--- src/rtl/hp_slot_pkg.sv ---
`timescale 1ns/1ps
package hp_slot_pkg;
  localparam int FLAG_W   = 5;   // status flags 0..4 with matching enables
  localparam int HW_EVT_W = 4;   // flags 0..3 come from hardware events
  localparam int CC_BIT   = 4;   // command completed flag / enable
  localparam int ILK_BIT  = 11;  // interlock control bit in control word
  localparam int STS_OFS  = 16;  // status word offset in the dword
  localparam int BE_CTL_LO = 0;
  localparam int BE_CTL_HI = 1;
  localparam int BE_STS_LO = 2;

  typedef struct packed {
    logic              hpie;
    logic [FLAG_W-1:0] en;
  } ctl_t;

  typedef struct packed {
    logic              ilk;
    logic [FLAG_W-1:0] flag;
  } sts_t;
endpackage

--- src/rtl/hp_rst_sync.sv ---
`timescale 1ns/1ps
module hp_rst_sync #(
  parameter int STAGES = 2
) (
  input  logic clk,
  input  logic rst_in_n,
  output logic rst_out_n
);
  logic [STAGES-1:0] sync_q;

  always_ff @(posedge clk or negedge rst_in_n) begin
    if (!rst_in_n) sync_q <= '0;
    else           sync_q <= {sync_q[STAGES-2:0], 1'b1};
  end

  assign rst_out_n = sync_q[STAGES-1];
endmodule

--- src/rtl/hp_cfg_decode.sv ---
`timescale 1ns/1ps
module hp_cfg_decode
  import hp_slot_pkg::*;
#(
  parameter int          ADDR_W     = 10,
  parameter int unsigned SLOT_DWORD = 32'h16
) (
  input  logic              wr_en,
  input  logic [ADDR_W-1:0] wr_addr,
  input  logic [3:0]        wr_be,
  input  logic [31:0]       wr_data,
  output logic              cmd,
  output logic              ctl_we,
  output ctl_t              ctl_wval,
  output logic              ilk_toggle,
  output logic [FLAG_W-1:0] sts_w1c
);
  localparam logic [ADDR_W-1:0] MATCH = ADDR_W'(SLOT_DWORD);

  logic hit;
  logic unused_bits;

  always_comb begin
    hit         = wr_en && (wr_addr == MATCH);
    // any byte of the control word makes the whole write one command
    cmd         = hit && (wr_be[BE_CTL_LO] || wr_be[BE_CTL_HI]);
    ctl_we      = hit && wr_be[BE_CTL_LO];
    ctl_wval    = wr_data[FLAG_W:0];
    ilk_toggle  = hit && wr_be[BE_CTL_HI] && wr_data[ILK_BIT];
    sts_w1c     = (hit && wr_be[BE_STS_LO]) ? wr_data[STS_OFS +: FLAG_W] : '0;
  end

  assign unused_bits = ^{wr_be[3], wr_data[31:STS_OFS+FLAG_W],
                         wr_data[STS_OFS-1:ILK_BIT+1], wr_data[ILK_BIT-1:FLAG_W+1]};
endmodule

--- src/rtl/hp_slot_regs.sv ---
`timescale 1ns/1ps
module hp_slot_regs
  import hp_slot_pkg::*;
(
  input  logic              clk,
  input  logic              rst_n,
  input  logic              ctl_we,
  input  ctl_t              ctl_wval,
  input  logic              ilk_toggle,
  input  logic [FLAG_W-1:0] sts_w1c,
  input  logic [FLAG_W-1:0] flag_set,
  output ctl_t              ctl_q,
  output ctl_t              ctl_d,
  output sts_t              sts_q,
  output sts_t              sts_d
);
  logic ctl_en;
  logic sts_en;

  always_comb begin
    ctl_d      = ctl_we ? ctl_wval : ctl_q;
    // set after clear: a coinciding set wins
    sts_d.flag = (sts_q.flag & ~sts_w1c) | flag_set;
    sts_d.ilk  = sts_q.ilk ^ ilk_toggle;
    ctl_en     = ctl_we;
    sts_en     = ilk_toggle || (|sts_w1c) || (|flag_set);
  end

  always_ff @(posedge clk or negedge rst_n) begin
    if (!rst_n) begin
      ctl_q <= '0;
      sts_q <= '0;
    end else begin
      if (ctl_en) ctl_q <= ctl_d;
      if (sts_en) sts_q <= sts_d;
    end
  end
endmodule

--- src/rtl/hp_irq_gen.sv ---
`timescale 1ns/1ps
module hp_irq_gen
  import hp_slot_pkg::*;
(
  input  logic              clk,
  input  logic              rst_n,
  input  logic              msi_enable,
  input  logic [FLAG_W-1:0] flag_set,
  input  ctl_t              ctl_q,
  input  ctl_t              ctl_d,
  input  logic [FLAG_W-1:0] flag_q,
  input  logic [FLAG_W-1:0] flag_d,
  output logic              msi_req,
  output logic              intx_level
);
  logic [FLAG_W-1:0]   en_rise;
  logic [HW_EVT_W-1:0] new_evt;
  logic                arm_hit;
  logic                cc_hit;
  logic                msi_d;
  logic                intx_d;

  always_comb begin
    en_rise = ctl_d.en & ~ctl_q.en;
    arm_hit = |(en_rise & flag_q);
    cc_hit  = flag_set[CC_BIT] && ctl_d.en[CC_BIT];
    new_evt = flag_set[HW_EVT_W-1:0] & ~flag_q[HW_EVT_W-1:0] & ctl_d.en[HW_EVT_W-1:0];
    msi_d   = msi_enable && ctl_d.hpie && (arm_hit || cc_hit || (|new_evt));
    intx_d  = !msi_enable && ctl_d.hpie && (|(ctl_d.en & flag_d));
  end

  always_ff @(posedge clk or negedge rst_n) begin
    if (!rst_n) begin
      msi_req    <= 1'b0;
      intx_level <= 1'b0;
    end else begin
      msi_req    <= msi_d;
      intx_level <= intx_d;
    end
  end
endmodule

--- src/rtl/hp_slot_ctrl.sv ---
`timescale 1ns/1ps
module hp_slot_ctrl
  import hp_slot_pkg::*;
#(
  parameter int          ADDR_W     = 10,
  parameter int unsigned SLOT_DWORD = 32'h16
) (
  input  logic              clk,
  input  logic              rst_n,
  input  logic              cfg_wr_en,
  input  logic [ADDR_W-1:0] cfg_wr_addr,
  input  logic [3:0]        cfg_wr_be,
  input  logic [31:0]       cfg_wr_data,
  input  logic              msi_enable,
  input  logic [3:0]        hw_evt,
  output logic [31:0]       rd_data,
  output logic              interlock_state,
  output logic              intx_level,
  output logic              msi_req
);
  logic              rst_sync_n;
  logic              cmd;
  logic              ctl_we;
  ctl_t              ctl_wval;
  logic              ilk_toggle;
  logic [FLAG_W-1:0] sts_w1c;
  logic [FLAG_W-1:0] flag_set;
  ctl_t              ctl_q;
  ctl_t              ctl_d;
  sts_t              sts_q;
  sts_t              sts_d;

  hp_rst_sync #(.STAGES(2)) u_rst (
    .clk       (clk),
    .rst_in_n  (rst_n),
    .rst_out_n (rst_sync_n)
  );

  hp_cfg_decode #(.ADDR_W(ADDR_W), .SLOT_DWORD(SLOT_DWORD)) u_dec (
    .wr_en      (cfg_wr_en),
    .wr_addr    (cfg_wr_addr),
    .wr_be      (cfg_wr_be),
    .wr_data    (cfg_wr_data),
    .cmd        (cmd),
    .ctl_we     (ctl_we),
    .ctl_wval   (ctl_wval),
    .ilk_toggle (ilk_toggle),
    .sts_w1c    (sts_w1c)
  );

  assign flag_set = {cmd, hw_evt};

  hp_slot_regs u_regs (
    .clk        (clk),
    .rst_n      (rst_sync_n),
    .ctl_we     (ctl_we),
    .ctl_wval   (ctl_wval),
    .ilk_toggle (ilk_toggle),
    .sts_w1c    (sts_w1c),
    .flag_set   (flag_set),
    .ctl_q      (ctl_q),
    .ctl_d      (ctl_d),
    .sts_q      (sts_q),
    .sts_d      (sts_d)
  );

  hp_irq_gen u_irq (
    .clk        (clk),
    .rst_n      (rst_sync_n),
    .msi_enable (msi_enable),
    .flag_set   (flag_set),
    .ctl_q      (ctl_q),
    .ctl_d      (ctl_d),
    .flag_q     (sts_q.flag),
    .flag_d     (sts_d.flag),
    .msi_req    (msi_req),
    .intx_level (intx_level)
  );

  logic unused_ilk_d;
  assign unused_ilk_d = sts_d.ilk;

  assign rd_data = {8'h00, sts_q.ilk, 2'b00, sts_q.flag, 10'h000, ctl_q};
  assign interlock_state = sts_q.ilk;
endmodule

--- config.mk ---
export PLATFORM = sky130hd
export DESIGN_NAME = hp_slot_ctrl
export DESIGN_NICKNAME = d
export VERILOG_FILES = /design/src/rtl/hp_slot_pkg.sv /design/src/rtl/hp_rst_sync.sv /design/src/rtl/hp_cfg_decode.sv /design/src/rtl/hp_slot_regs.sv /design/src/rtl/hp_irq_gen.sv /design/src/rtl/hp_slot_ctrl.sv
export SDC_FILE = /design/constraint.sdc
export NUM_CORES = 1
export LEC_CHECK = 0
export BUFFER_PORTS_ARGS = -buffer_cell sky130_fd_sc_hd__buf_2
export CAP_MARGIN = 40
export CORE_MARGIN = 4
export CORE_UTILIZATION = 37
export CTS_CLUSTER_SIZE = 16
export DETAILED_ROUTE_END_ITERATION = 8
export PLACE_DENSITY = 0.79
export SLEW_MARGIN = 30
export SYNTH_ARGS = -nofsm -noshare
export SYNTH_HDL_FRONTEND = slang
export SYNTH_SLANG_ARGS = --single-unit
--- constraint.sdc ---
create_clock -name clk -period 1 [get_ports clk]
set_input_delay 0.25 -clock clk [delete_from_list [all_inputs] [get_ports clk]]
set_output_delay 0.25 -clock clk [all_outputs]
set_load 0.01 [all_outputs]
==> summary.txt, run 1 <==
STA
  • Final Hold Viols: 0
  • Setup slack after layout: -455.5 ps
  • RSZ-0062 raised after global routing: true
  • Setup Skew: 7.801 ps
  • Max-slew violations: 0
  • Min cycle time layout: 1456 ps
  • Endpoints failing setup: 29
  • F_max: 0.6870 GHz
  • Final period util: 1.456

Placement
  • HPWL after detailed placement: 2177 microns
  • Gpl congestion: 0.8266
  • PortBufs: 47
  • Placed insts: 190
  • Pre-CTS WS: -738.7 ps
  • Post-DP Area: 1321 sq um

Finish
  • Area occupied by multi-input gates: 594.3 sq um
  • Fin util: 0.6508
  • Post-route cell area: 1642 sq um
  • Reg area: 400.4 sq um
  • Area grow syn2layout: 63.39%
  • Cell Count, Final, Fillers Out: 202
  • Share of cells above drive strength 1: 0.5872
  • Final nets: 227
  • Fillcell total: 213
  • Inserted Diodes: 0

Worst setup path
  • CP Launch Type: primary input
  • Worst-path maximum fanout: 8
  • Worst Path Required: 1200 ps
  • Critical path arrival: 1660 ps
  • Crit path capture type: flop
  • Worst setup path class: in -> reg

Routing
  • TritonRoute pass-1 iters: 4
  • Post-DR wirelength/cell: 16.15 microns
  • DRT iter0 DRCs: 37
  • WL final: 3262 microns
  • Via count: 979
  • Drc violations: 0
  • Remaining antenna violation count: 0
  • Vias per cell: 4.847

Power
  • Internal cell power: 0.0009720 W
  • Pwr Total: 0.001303 W
  • Clk pwr share: 0.327
  • Psw: 0.0003315 W
  • Peak supply drop: 0.7370 mV
  • Part of the power in registers: 0.503
  • Switching share of total power: 0.2543
  • PwrDens: 794.0 nW/um^2
  • P_leak: 0.8593 nW
  • Logic pwr share: 0.170

GRT
  • Initial antenna violation count: 0
  • Largest net degree at the start of global routing: 15
  • Vias in the first global route: 1,022
  • GRT Total Usage: 0.1826
  • First-pass GRT wire length: 4726 microns
  • Congestion Overflow GR: 0

Run status
  • Failing checks: setup timing
  • Outcome: finished with violations

Synthesis
  • Post-synthesis sequential area ratio: 0.3985
  • Fraction of registers with async set or reset after synthesis: 1.000
  • Netlist cell types: 35
  • Cell count after synthesis: 98
  • Register bit total from synthesis: 16
  • Netlist Area Pre-Place: 1005 sq um
  • Top FF cell, synth: dfrtp_1
  • Yosys warnings: 0
  • Avg Inst Size Synth: 10.25 sq um
  • Post-synth EDFFs: 0

Clock network
  • CTS Buffer Depth: 2
  • Clock buffer count from CTS: 3
  • Clk_lat worst skew: 290 ps
  • Clk pin slew, worst setup/hold paths: 90 ps
  • Clock sinks: 16
  • Root Driver: clkbuf_4
  • CTS tree: yes
  • H-tree depth: 1

Floorplanning
  • Die height: 60.11 microns
  • Core area: 2522 sq um
  • Die area: 3613 sq um
  • FP Rows: 18
  • Initial Util: 0.3983
  • I/O pin total: 89
  • Die Wd: 60.11 microns

Worst hold path
  • Worst hold-check path type: reg -> async

Job
  • Max Cap Viol: 0
registers in the layout, indices dropped and copies added, names as in the netlist:
| name | flops |
|---|---|
| u_irq.intx_level | 1 |
| u_regs.ctl_q | 6 |
| u_irq.msi_req | 1 |
| u_rst.sync_q | 2 |
| u_regs.sts_q | 6 |
placed cells by master (no fill, tap or decap), types with 2 or more instances in the layout:
cell type	synthesis	final
buf_2	0	36
buf_6	0	23
conb_1	2	21
dfrtp_1	16	16
buf_4	21	13
inv_1	7	7
nor2_1	5	5
nand3b_1	4	4
nand2_1	4	3
clkbuf_4	0	3
nand3_1	3	2
mux2i_2	0	2
a2bb2oi_2	0	2
mux2_2	2	2
a31oi_4	0	2
o21bai_1	2	2
or2_4	0	2
power groups by stage:
stage	registers [W]	clock network, W	logic [W]
2_1_floorplan	0.000677	0	0.000126
3_3_place_gp	0.000668	0	0.000179
3_5_place_dp	0.000669	0	0.000185
4_1_cts	0.000656	0.000438	0.000208
5_1_grt	0.000657	0.000458	0.000243
6_report	0.000656	0.000426	0.000222
stage by stage:
step / hold WS (ps) / setup TNS (ps)
3_3_place_gp: 34.62 / -6226
2_1_floorplan: -45.59 / -3666
4_1_cts: 158.7 / -4625
3_5_place_dp: 36.94 / -6609
6_report: 172.1 / -5174
5_1_grt: 198.0 / -6335
critical path: stages:
cell	delay, ps
buf_6	90
nor4b_4	340
buf_4	160
and3_4	290
a2bb2oi_2	110
a2bb2oi_2	140
a311oi_2	260
path summary, 6_finish.rpt:
| path | start | endpoint | slack [ps] | cells after the start |
|---|---|---|---|---|
| worst min register to register | u_rst.sync_q[1] | u_regs.ctl_q[5] | 170 | 1 |
| min in group clk | hw_evt[2] | u_regs.sts_q[2] | 190 | 2 |
| worst min-delay path | u_rst.sync_q[1] | u_regs.ctl_q[5] | 170 | 1 |
| max in group asynchronous | rst_n | u_rst.sync_q[1] | 640 | 2 |
| worst max-delay path | cfg_wr_addr[6] | u_irq.msi_req | -460 | 7 |
| worst max register to register | u_regs.sts_q[1] | u_irq.msi_req | -370 | 4 |
cells in the mapped netlist (2+ instances only):
library cell,instances,area share
a21oi_1,2,0.010
mux2i_1,3,0.030
nand2_1,4,0.015
nor2_1,5,0.019
inv_1,7,0.026
a31oi_1,2,0.012
nand3_1,3,0.015
conb_1,2,0.0075
or2_2,3,0.019
a2bb2oi_1,2,0.017
nand3b_1,4,0.030
mux2_2,2,0.022
dfrtp_1,16,0.40
buf_4,21,0.16
o21bai_1,2,0.015
timing repair:
action / CTS / global route
endpoints found under the setup margin: 27 / 29
cloned: 0 / 0
pin swaps: 9 / 5
gates resized for setup: 34 / 10
hold buffers: 1 / 0
endpoints found under the hold margin: 2 / 0
setup buffers: 6 / 3
per-layer routing:
layer | track usage | part of all wire | vias to the layer above | wire length [microns]
met1 | 0.1947 | 0.34 | 451 | 1102
met3 | 0.04752 | 0.085 | 15 | 278
met4 | 0.07595 | 0.029 | 0 | 94
li1 | - | - | 448 | -
met5 | 0 | 0 | - | 0
met2 | 0.3349 | 0.55 | 65 | 1787
kinds of logic (layout without fill, tap and decap cells):
| family | after synthesis | in the layout | synth area share |
|---|---|---|---|
| xor+xnor | 1 | 1 | 0.008719 |
| buf+inv | 29 | 84 | 0.1880 |
| simple gates | 29 | 29 | 0.2142 |
| flops | 16 | 16 | 0.3985 |
| mux | 6 | 6 | 0.06724 |
| other cells | 2 | 21 | 0.007475 |
| compound gates | 15 | 15 | 0.1158 |
cell type report:
class,count,share of cell area
multi-input combinational,72,0.3620
tap,30,0.02287
inverter,7,0.01601
timing repair buffer,73,0.3331
clock buffer,4,0.02210
sequential,16,0.2439
(Power assumes the default switching activity.)
==> inputs of run 2 (changes only) <==
PLACE_DENSITY = not set   (was 0.79)
PLACE_DENSITY_LB_ADDON = 0.05   (was not set)
==> run 2 against run 1 <==
- the run still ends with setup timing left
- non-clock buffer count is 4 lower
- largest power group unchanged
- register-to-register slack better by 20 ps
- sequential power is 0.6% higher
- critical endpoint is now u_irq.intx_level
- power is 1.4% lower
- highest routed layer unchanged
- via count is 5.8% lower
- maximum frequency is 1.9% higher
==> summary.txt, run 2 (synthesis results as in run 1) <==
Placement
  • HPWL after detailed placement: 2051 microns
  • Post-DP Area: 1341 sq um
  • PortBufs: 47
  • Pre-CTS WS: -736.4 ps
  • Gpl congestion: 0.7682

STA
  • Max-slew violations: 0
  • Setup Skew: 3.006 ps
  • TNS Setup: -4503 ps
  • Final Hold Viols: 0
  • Setup slack after layout: -428.6 ps
  • F_max: 0.7000 GHz
  • Final period util: 1.429
  • Min cycle time layout: 1429 ps
  • Endpoints failing setup: 28
  • RSZ-0062 raised after global routing: true

Worst setup path
  • CP Launch Type: primary input
  • Crit path capture type: flop
  • Crit-path cells: buf_6 -> nor4b_4 -> nand4_4 -> mux2_4 -> a22oi_2 -> a41oi_2
  • Worst setup path class: in -> reg
  • Critical path arrival: 1590 ps
  • Worst Path Required: 1160 ps
  • Worst path bufs/invs: 1
  • Worst-path maximum fanout: 7
  • Crit path max-delay cell type: mux2_4
  • Crit path largest cell delay: 380 ps
  • Family with the most delay on the worst path: simple AND/OR/NAND/NOR gates

Finish
  • Post-route cell area: 1534 sq um
  • Share of cells above drive strength 1: 0.5417
  • Area occupied by multi-input gates: 531.8 sq um
  • Commonest non-fill, non-tap cells in the layout: buf_2, conb_1, buf_6, dfrtp_1, buf_4
  • Inserted Diodes: 0
  • Fin util: 0.6081
  • Final nets: 223
  • Area grow syn2layout: 52.68%
  • Commonest non-fill, non-tap cell in the layout: buf_2
  • Reg area: 400.4 sq um
  • Largest registers: u_regs.ctl_q (6), u_regs.sts_q (6), u_rst.sync_q (2)
  • Fillcell total: 220

GRT
  • Largest net degree at the start of global routing: 12
  • Congestion Overflow GR: 0
  • Initial antenna violation count: 0
  • Vias in the first global route: 922
  • First-pass GRT wire length: 3974 microns
  • GRT Total Usage: 0.1486

Power
  • Peak supply drop: 0.6624 mV
  • PwrDens: 837.5 nW/um^2
  • P_leak: 0.8160 nW

Clock network
  • Root Driver: clkbuf_4
  • Clk_lat worst skew: 290 ps
  • CTS Buffer Depth: 2
  • Clock buffer count from CTS: 3
  • Clk pin slew, worst setup/hold paths: 90 ps
  • H-tree depth: 1
  • CTS tree: yes
  • Clock sinks: 16

Job
  • Max Cap Viol: 0

Routing
  • WL final: 2572 microns
  • Drc violations: 0
  • DRT iter0 DRCs: 19
  • Via count: 922
  • TritonRoute pass-1 iters: 4
  • Remaining antenna violation count: 0
  • Post-DR wirelength/cell: 12.99 microns
  • Vias per cell: 4.657

Floorplanning
  • Die area: 3613 sq um
  • Die Wd: 60.11 microns
  • Initial Util: 0.3983
  • Core area: 2522 sq um
  • Die height: 60.11 microns
  • I/O pin total: 89
  • FP Rows: 18

Worst hold path
  • Worst hold-check path type: reg -> async

Run status
  • Outcome: finished with violations
  • Failing checks: setup timing
run 2: report_power, final:
group | switching (W) | internal [W]
clock | 0.000203 | 0.000222
combinational | 0.000103 | 0.0000966
sequential | 0.00000639 | 0.000653
total | 0.000313 | 0.000971
run 2: final cells by class:
| type | instances | area share |
|---|---|---|
| multi-input cells | 72 | 0.3467 |
| repair buffers | 69 | 0.3271 |
| well taps | 30 | 0.02447 |
| flip-flops and latches | 16 | 0.2610 |
| inverters | 7 | 0.01713 |
| clock buffers | 4 | 0.02365 |
run 2: per-stage QoR:
stage	hold slack [ps]	instances	total power, W
after global placement	34.24	191	0.0008546
after CTS	91.79	196	0.001298
final	84.51	198	0.001285
after detailed placement	35.84	191	0.0008561
after global routing	105.6	198	0.001353
after floorplan	-45.59	117	0.0008030
run 2: repair_timing:
action                                 CTS  global route
endpoints found under the hold margin    2             0
buffers inserted                         0             4
setup endpoints to repair               28            29
pin swaps                                6             3
resized for setup                       23             5
hold buffers                             1             0
run 2: routing by layer:
| metal | up-vias | track usage | wire, microns |
|---|---|---|---|
| li1 | 438 | - | - |
| met1 | 435 | 0.1768 | 989 |
| met2 | 47 | 0.2623 | 1315 |
| met3 | 2 | 0.04536 | 256 |
| met4 | 0 | 0.02848 | 12 |
| met5 | - | 0 | 0 |
run 2: worst paths after layout:
path,start,slack [ps],to,cells after the start
max,cfg_wr_addr[6],-430,u_irq.intx_level,6
min,u_rst.sync_q[1],80,u_regs.ctl_q[4],0
max reg2reg,u_regs.ctl_q[3],-350,u_irq.msi_req,5
min reg2reg,u_rst.sync_q[1],80,u_regs.ctl_q[4],0
max in group asynchronous,u_rst.sync_q[1],600,u_regs.sts_q[1],1
min in group clk,hw_evt[2],190,u_regs.sts_q[2],2
run 2: worst register-to-register path, delay by kind of cell (launching register included):
family          cells  cell delay (ps)
compound gates      3              580
flops               1              400
simple gates        2              290
